<file path="src/rtl/vgw_pkg.sv">
package vgw_pkg;

   typedef struct packed {
      logic r;
      logic g;
      logic b;
   } rgb_t;

   // Bitmap image content: a generated test pattern, one bit per channel.
   function automatic rgb_t bitmap_word(input logic [2:0] col, input logic [2:0] row);
      logic [2:0] w;
      w = col ^ row;
      return rgb_t'(w);
   endfunction

endpackage

</file>
<file path="src/rtl/vgw_pixel_strobe.sv">
module vgw_pixel_strobe #(
   parameter int DIVIDE = 2
) (
   input  logic clk_i,
   input  logic rst_i,
   output logic pix_en_o
);
   localparam int CW = (DIVIDE > 1) ? $clog2(DIVIDE) : 1;

   generate
      if (DIVIDE < 1) begin : g_bad
         $error("vgw_pixel_strobe: DIVIDE must be at least 1");
      end
      if (DIVIDE == 1) begin : g_every
         assign pix_en_o = 1'b1;
      end else begin : g_div
         logic [CW-1:0] phase;
         always_ff @(posedge clk_i or posedge rst_i) begin
            if (rst_i)                         phase <= '0;
            else if (int'(phase) == DIVIDE-1)  phase <= '0;
            else                               phase <= phase + 1'b1;
         end
         assign pix_en_o = (int'(phase) == DIVIDE-1);
      end
   endgenerate
endmodule

</file>
<file path="src/rtl/vgw_scan_counter.sv">
module vgw_scan_counter #(
   parameter int VISIBLE = 640,
   parameter int FRONT   = 16,
   parameter int SYNC    = 96,
   parameter int BACK    = 48,
   localparam int TOTAL  = VISIBLE + FRONT + SYNC + BACK,
   localparam int CW     = $clog2(TOTAL)
) (
   input  logic          clk_i,
   input  logic          rst_i,
   input  logic          step_i,
   output logic [CW-1:0] count_o,
   output logic          last_o,
   output logic          active_o,
   output logic          sync_n_o
);
   localparam int SYNC_LO = VISIBLE + FRONT;
   localparam int SYNC_HI = VISIBLE + FRONT + SYNC;

   if (VISIBLE < 1 || SYNC < 1) begin : g_bad
      $error("vgw_scan_counter: VISIBLE and SYNC must be positive");
   end

   always_ff @(posedge clk_i or posedge rst_i) begin
      if (rst_i)       count_o <= '0;
      else if (step_i) count_o <= last_o ? '0 : count_o + 1'b1;
   end

   assign last_o   = (int'(count_o) == TOTAL - 1);
   assign active_o = (int'(count_o) < VISIBLE);
   assign sync_n_o = !((int'(count_o) >= SYNC_LO) && (int'(count_o) < SYNC_HI));
endmodule

</file>
<file path="src/rtl/vgw_bitmap_rom.sv">
module vgw_bitmap_rom
   import vgw_pkg::*;
#(
   parameter int COL_W = 8,
   parameter int ROW_W = 7
) (
   input  logic             clk_i,
   input  logic             rst_i,
   input  logic             en_i,
   input  logic [COL_W-1:0] col_i,
   input  logic [ROW_W-1:0] row_i,
   output rgb_t             word_o
);
   if (COL_W < 3 || ROW_W < 3) begin : g_bad
      $error("vgw_bitmap_rom: window needs at least 8 columns and 5 rows");
   end

   always_ff @(posedge clk_i or posedge rst_i) begin
      if (rst_i)     word_o <= '0;
      else if (en_i) word_o <= bitmap_word(col_i[2:0], row_i[2:0]);
   end
endmodule

</file>
<file path="src/rtl/vgw_display.sv">
module vgw_display
   import vgw_pkg::*;
#(
   parameter int H_VISIBLE = 640,
   parameter int H_FRONT   = 16,
   parameter int H_SYNC    = 96,
   parameter int H_BACK    = 48,
   parameter int V_VISIBLE = 480,
   parameter int V_FRONT   = 10,
   parameter int V_SYNC    = 2,
   parameter int V_BACK    = 33,
   parameter int WIN_W     = 256,
   parameter int WIN_H     = 96,
   parameter int CLK_DIV   = 2
) (
   input  logic clk_i,
   input  logic rst_i,
   input  logic bg_red_i,
   input  logic bg_grn_i,
   input  logic bg_blu_i,
   output logic red_o,
   output logic grn_o,
   output logic blu_o,
   output logic hsync_n_o,
   output logic vsync_n_o
);
   localparam int H_TOTAL = H_VISIBLE + H_FRONT + H_SYNC + H_BACK;
   localparam int V_TOTAL = V_VISIBLE + V_FRONT + V_SYNC + V_BACK;
   localparam int HW      = $clog2(H_TOTAL);
   localparam int VW      = $clog2(V_TOTAL);
   localparam int COL_W   = $clog2(WIN_W);
   localparam int ROW_W   = $clog2(WIN_H);
   localparam int WIN_X   = (H_VISIBLE - WIN_W) / 2;
   localparam int WIN_Y   = (V_VISIBLE - WIN_H) / 2;

   if (WIN_W != (1 << COL_W)) begin : g_bad_w
      $error("vgw_display: WIN_W must be a power of two");
   end
   if (WIN_W > H_VISIBLE || WIN_H > V_VISIBLE) begin : g_bad_fit
      $error("vgw_display: window larger than visible area");
   end

   logic          pix_en;
   logic [HW-1:0] h_cnt;
   logic [VW-1:0] v_cnt;
   logic          h_last, v_last, h_act, v_act, h_sync_n, v_sync_n;

   vgw_pixel_strobe #(.DIVIDE(CLK_DIV)) u_strobe (
      .clk_i(clk_i), .rst_i(rst_i), .pix_en_o(pix_en));

   vgw_scan_counter #(.VISIBLE(H_VISIBLE), .FRONT(H_FRONT), .SYNC(H_SYNC), .BACK(H_BACK))
   u_hscan (
      .clk_i(clk_i), .rst_i(rst_i), .step_i(pix_en),
      .count_o(h_cnt), .last_o(h_last), .active_o(h_act), .sync_n_o(h_sync_n));

   vgw_scan_counter #(.VISIBLE(V_VISIBLE), .FRONT(V_FRONT), .SYNC(V_SYNC), .BACK(V_BACK))
   u_vscan (
      .clk_i(clk_i), .rst_i(rst_i), .step_i(pix_en && h_last),
      .count_o(v_cnt), .last_o(v_last), .active_o(v_act), .sync_n_o(v_sync_n));

   // Window decode and local bitmap coordinates
   logic             in_win;
   logic [COL_W-1:0] win_col;
   logic [ROW_W-1:0] win_row;

   assign in_win  = (int'(h_cnt) >= WIN_X) && (int'(h_cnt) < WIN_X + WIN_W) &&
                    (int'(v_cnt) >= WIN_Y) && (int'(v_cnt) < WIN_Y + WIN_H);
   assign win_col = COL_W'(int'(h_cnt) - WIN_X);
   assign win_row = ROW_W'(int'(v_cnt) - WIN_Y);

   rgb_t bmp_q;

   vgw_bitmap_rom #(.COL_W(COL_W), .ROW_W(ROW_W)) u_rom (
      .clk_i(clk_i), .rst_i(rst_i), .en_i(pix_en),
      .col_i(win_col), .row_i(win_row), .word_o(bmp_q));

   // Stage matching the bitmap read latency
   logic vis_q, win_q;

   always_ff @(posedge clk_i or posedge rst_i) begin
      if (rst_i) begin
         vis_q     <= 1'b0;
         win_q     <= 1'b0;
         hsync_n_o <= 1'b1;
         vsync_n_o <= 1'b1;
      end else if (pix_en) begin
         vis_q     <= h_act && v_act;
         win_q     <= in_win;
         hsync_n_o <= h_sync_n;
         vsync_n_o <= v_sync_n;
      end
   end

   rgb_t pix;
   always_comb begin
      if (!vis_q)     pix = '0;
      else if (win_q) pix = bmp_q;
      else            pix = '{r: bg_red_i, g: bg_grn_i, b: bg_blu_i};
   end

   assign red_o = pix.r;
   assign grn_o = pix.g;
   assign blu_o = pix.b;

   logic unused_last;
   assign unused_last = v_last;
endmodule

</file>
<file path="config.mk">
export PLATFORM = sky130hd
export DESIGN_NAME = vgw_display
export DESIGN_NICKNAME = d
export VERILOG_FILES = /design/src/rtl/vgw_pkg.sv /design/src/rtl/vgw_pixel_strobe.sv /design/src/rtl/vgw_scan_counter.sv /design/src/rtl/vgw_bitmap_rom.sv /design/src/rtl/vgw_display.sv
export SDC_FILE = /design/constraint.sdc
export NUM_CORES = 1
export LEC_CHECK = 0
export BUFFER_PORTS_ARGS = -buffer_cell sky130_fd_sc_hd__buf_2
export CAP_MARGIN = 20
export CORE_AREA = 2 2 64 66
export DETAILED_ROUTE_END_ITERATION = 8
export DIE_AREA = 0 0 66 68
export GPL_TIMING_DRIVEN = 0
export SLEW_MARGIN = 10
export SYNTH_ARGS = -nofsm -noshare
export SYNTH_HDL_FRONTEND = slang
export SYNTH_SLANG_ARGS = --single-unit
</file>
<file path="constraint.sdc">
create_clock -name clk_i -period 4.3 [get_ports clk_i]
set_input_delay 0.43 -clock clk_i [delete_from_list [all_inputs] [get_ports clk_i]]
set_output_delay 0.43 -clock clk_i [all_outputs]
set_load 0.02 [all_outputs]
</file>
After elaboration in Yosys (flattened, before gate mapping)
Index checks and enable logic that the tools add are counted.

Input bits: 5. Word-level logic and storage cells: 42. Flip-flop bits (word level): 28. Memories: 0. ROM bits: 0. Memory bits (writable): 0. Latch bits: 0.

$add $sub $neg: 5. Shifts and indexed selects: 0. Divide/modulo/power cells: 0. Bitwise operators: 1. Order comparisons: 10. Multiplexer cells: 5. $mul: 0. Eq/ne operators: 2. Reduce and logical (&&, ||, !) cells: 9.

Operators by type and width (number): < comparator 10 x 9 -> 1 bit, second input constant (4); adder 10 x 1 -> 10 bit, second input constant (2); greater-or-equal comparator 10 x 8 -> 1 bit, second input constant (2); < comparator 10 bit, second input constant (2); 2-to-1 mux 10 bit (2); equality test 10 bit, second input constant (1); equality test 10 x 9 -> 1 bit, second input constant (1); greater-or-equal comparator 10 bit, second input constant (1); greater-or-equal comparator 10 x 9 -> 1 bit, second input constant (1); logical AND 1 bit (7); 2-to-1 mux 3 bit (2); subtractor 3 x 1 -> 3 bit, second input constant (2); XOR 3 bit (1); zero test 1 bit (2); adder 1 bit, second input constant (1); 2-to-1 mux 1 bit (1).

Longest topological paths before layout
Word-level depth: 4. Mapped depth: 6.

By module
A second synthesis with hierarchy kept.

Cell total of the unflattened synthesis: 161. Area total of the unflattened synthesis: 1570.3 um2.

Modules (own cells, without submodules): vgw_scan_counter (u_hscan) (instances 1, area each 579.3 um2, cells an instance 60); vgw_scan_counter (u_vscan) (instances 1, area each 564.3 um2, cells an instance 57); vgw_display (instances 1, area each 262.8 um2, cells an instance 28); vgw_bitmap_rom (instances 1, area each 131.4 um2, cells an instance 13); vgw_pixel_strobe (instances 1, area each 32.5 um2, cells an instance 3).

Worst setup path after synthesis
No wires, ideal clock.

Path type: reg-to-reg. Start: register u_hscan.count_o[0]. End: register u_vscan.count_o[2]. Required time: 4.171 ns. Path buffers: 1. Stages on the path, launching flop included: 7. Setup slack: 2.796 ns. Setup time: 0.129 ns. Arrival: 1.375 ns. Cell sequence: dfrtp_1 ha_1 and2_1 and4_2 buf_4 a21oi_1 a31oi_1.

Word-level cells in the longest chain between the ends: 2.

RTL lines: start: declaration (line vgw_scan_counter.sv:12) `output logic [CW-1:0] count_o,`; start signal: assignment (line vgw_scan_counter.sv:26) `else if (step_i) count_o <= last_o ? '0 : count_o + 1'b1;`; equality test 10 x 9 -> 1 bit (line vgw_scan_counter.sv:29) `assign last_o = (int'(count_o) == TOTAL - 1);`; logical AND 1 bit (line vgw_display.sv:58) `.clk_i(clk_i), .rst_i(rst_i), .step_i(pix_en && h_last),`; end signal: assignment (line vgw_scan_counter.sv:26); end: declaration (line vgw_scan_counter.sv:12).

No other way between the ends. A chain may end at the register's enable or synchronous reset.

Final worst setup path
Start: register u_hscan.count_o[5]. End: register u_vscan.count_o[2].

The elaborated chain is that of the path after synthesis.

==> results.sh <==
export IMPL_outcome="finished clean"
export IMPL_rsz0062_at_grt="false"
export IMPL_ant_nets=0
export IMPL_comb_power_share=0.029
export IMPL_cp_arrival_ns=1.88
export IMPL_fin_skew_ns=0.00599
export IMPL_syn2layout_area_growth_pct=13.6
export IMPL_clkSinkCount=28
export IMPL_fp_dieH_um=68
export IMPL_p_sw_uw=90.0
export IMPL_clockPowerShare=0.426
export IMPL_synth_seq_area_share=0.464
export IMPL_synth_flop_cell="dfrtp_1"
export IMPL_grt_util_all_layers=0.146
export IMPL_rows=23
export IMPL_first_iter_violations=65
export IMPL_wire_per_inst_um=12.8
export IMPL_drive_above_1_share=0.176
export IMPL_pre_cts_slack_ns=2.64
export IMPL_cp_endpoint="u_vscan.count_o[2]$_DFFE_PP0P_"
export IMPL_drc=0
export IMPL_yosys_area_top_type="dfrtp_1"
export IMPL_num_vias=1128
export IMPL_grt_pass1_wl_um=4990
export IMPL_power_leakage_uw=0.000743
export IMPL_postSynthAreaPerCell_um2=9.72
export IMPL_max_freq_mhz=595
export IMPL_yosysUniqueCellTypes=41
export IMPL_viasPerCell=5.13
export IMPL_synth_top_cell_area_share=0.429
export IMPL_ys_top_cells_by_area="dfrtp_1 43%, xnor2_1 5.8%, nor2_1 4.0%"
export IMPL_ctsHoldBuffers=0
export IMPL_grt_remaining_overflow=0
export IMPL_rr_worst_depth=5
export IMPL_grt_max_degree=29
export IMPL_maxCapViolCount=0
export IMPL_synth_most_common_cell="dfrtp_1"
export IMPL_cp_required_ns=4.50
export IMPL_die_w_um=66
export IMPL_cp_max_fo=10
export IMPL_ir_worst_vdd_uv=173
export IMPL_cts_inserted_buffers=3
export IMPL_reg2reg_from="u_hscan.count_o[5]$_DFFE_PP0P_"
export IMPL_clock_latency_ns=0.27
export IMPL_antenna_found_initial=0
export IMPL_setup_viol=0
export IMPL_cts_resized=0
export IMPL_yosysWarnings=0
export IMPL_rrSetupSlack_ns=2.62
export IMPL_synth_common_cells="26 x dfrtp_1, 16 x nor2_1, 12 x nand2_1, 10 x nand3_1, 10 x xnor2_1"
export IMPL_tightestPinTransition_ns=0.487
export IMPL_setup_tns_final_ns=0
export IMPL_cts_htree_levels=1
export IMPL_routed_wl_um=2820
export IMPL_finalMaxSlewViolations=0
export IMPL_min_path_type="in -> async"
export IMPL_async_flop_share=1.00
export IMPL_min_period_ns=1.68
export IMPL_synth_edf_count=0
export IMPL_cts_path_max_buffers=2
export IMPL_cts_tree="done"
export IMPL_clockRootBuffer="clkbuf_8"
export IMPL_synth_ff_latch_count=28
export IMPL_startpoint="u_hscan.count_o[5]$_DFFE_PP0P_"
export IMPL_worstSetupPathType="reg -> reg"
export IMPL_cp_start_kind="flip-flop"
export IMPL_gp_congestion=0.779
export IMPL_multi_input_area_um2=751
export IMPL_seqCellArea_um2=703
export IMPL_dr_pass1_iters=4
export IMPL_die_area_um2=4490
export IMPL_initial_utilization=0.393
export IMPL_core_area_um2=3860
export IMPL_power_density_nw_per_um2=281
export IMPL_n_fill_cell=393
export IMPL_post_dp_hpwl_um=2110
export IMPL_syn_inst=156
export IMPL_grt_pass1_vias=1104
export IMPL_swShare=0.186
export IMPL_syn_cell_area_um2=1520
export IMPL_nets=180
export IMPL_rr_endpoint="u_vscan.count_o[2]$_DFFE_PP0P_"
export IMPL_cts_setup_buffers=0
export IMPL_synth_nets=165
export IMPL_endpoint_kind="flip-flop"
export IMPL_final_hold_viol_count=0
export IMPL_slew_headroom=0.675
export IMPL_period_share=0.391
export IMPL_portBuffers=9
export IMPL_post_route_worst_setup_slack_ns=2.62
export IMPL_ioPinCount=10
export IMPL_seqPwrFrac=0.545
export IMPL_path_clk_slew_ns=0.10
export IMPL_diodes=0
export IMPL_p_int_uw=393
-- cell families (layout without fill, tap and decap cells) --
logic type | count (synthesis) | after routing | share of synthesized area
buffers and inverters | 13 | 27 | 0.0412
and+or+nand+nor | 71 | 71 | 0.266
xor gates and xnor gates | 14 | 14 | 0.0809
DFF | 28 | 28 | 0.464
adders and majority gates | 4 | 4 | 0.0330
muxes | 5 | 5 | 0.0347
AOI/OAI and AO/OA | 21 | 21 | 0.0809
-- through the flow --
stage	hold slack, ns	instance area [um2]	utilization	cells	total power (uW)
2_1_floorplan	0.487	1520	-	156	275
3_3_place_gp	0.483	1620	0.421	215	280
3_5_place_dp	0.490	1620	0.421	215	280
4_1_cts	0.432	1700	0.440	219	486
5_1_grt	0.199	1720	0.447	220	502
6_report	0.161	1720	0.447	220	483
-- layout by cell type, fill, tap and decap left out, types with 4 or more instances in the layout --
cell and n:
dfrtp_1 26, nor2_1 16, nand2_1 12, xnor2_1 10, buf_2 10, nand3_1 10
a21oi_1 7, o21ai_0 7, inv_1 7, nor3_1 6, nand4_1 4, xor2_1 4
ha_1 4
-- area by class of cell --
cell class / instances / area share
multi-input cells: 115 / 0.436
flip-flops and latches: 28 / 0.408
repair buffers: 10 / 0.0421
well taps: 50 / 0.0363
clock buffers: 3 / 0.0240
plain buffers: 6 / 0.0211
clock inverters: 1 / 0.0174
inverters: 7 / 0.0153
-- metal layers --
layer / share of wire / wire length (um) / vias up / global-route usage
met5: 0 / 0 / - / 0
met4: 0.016 / 45 / 0 / 0.0459
li1: - / - / 571 / -
met2: 0.46 / 1300 / 13 / 0.253
met1: 0.49 / 1380 / 540 / 0.187
met3: 0.030 / 84 / 4 / 0.0247
-- worst min path at each step --
stage / cells after the start / endpoint
2_1_floorplan: 1 / u_hscan.count_o[0]$_DFFE_PP0P_
3_3_place_gp: 2 / vsync_n_o$_DFFE_PP1P_
3_5_place_dp: 2 / vsync_n_o$_DFFE_PP1P_
4_1_cts: 2 / vis_q$_DFFE_PP0P_
5_1_grt: 2 / u_hscan.count_o[1]$_DFFE_PP0P_
6_report: 2 / u_hscan.count_o[1]$_DFFE_PP0P_
-- flip-flops by register name, indices dropped and copies added (netlist names) --
register           count
u_hscan.count_o       10
u_vscan.count_o       10
u_rom.word_o           3
hsync_n_o              1
u_strobe.pix_en_o      1
vis_q                  1
vsync_n_o              1
win_q                  1
-- worst max-delay path: stages (launching register included) --
cell and delay, ns:
dfrtp_1 0.48, nor4b_4 0.42, and4_2 0.32, buf_4 0.17, a21oi_1 0.07, a31oi_1 0.14
-- power by group through the flow --
stage | sequential, uW | clock, uW | combinational [uW]
2_1_floorplan | 268 | 0 | 7.16
3_3_place_gp | 268 | 0 | 11.5
3_5_place_dp | 268 | 0 | 11.6
4_1_cts | 263 | 211 | 11.7
5_1_grt | 263 | 222 | 16.2
6_report | 263 | 206 | 14.2
No activity file was read; power rests on OpenSTA's default activity.
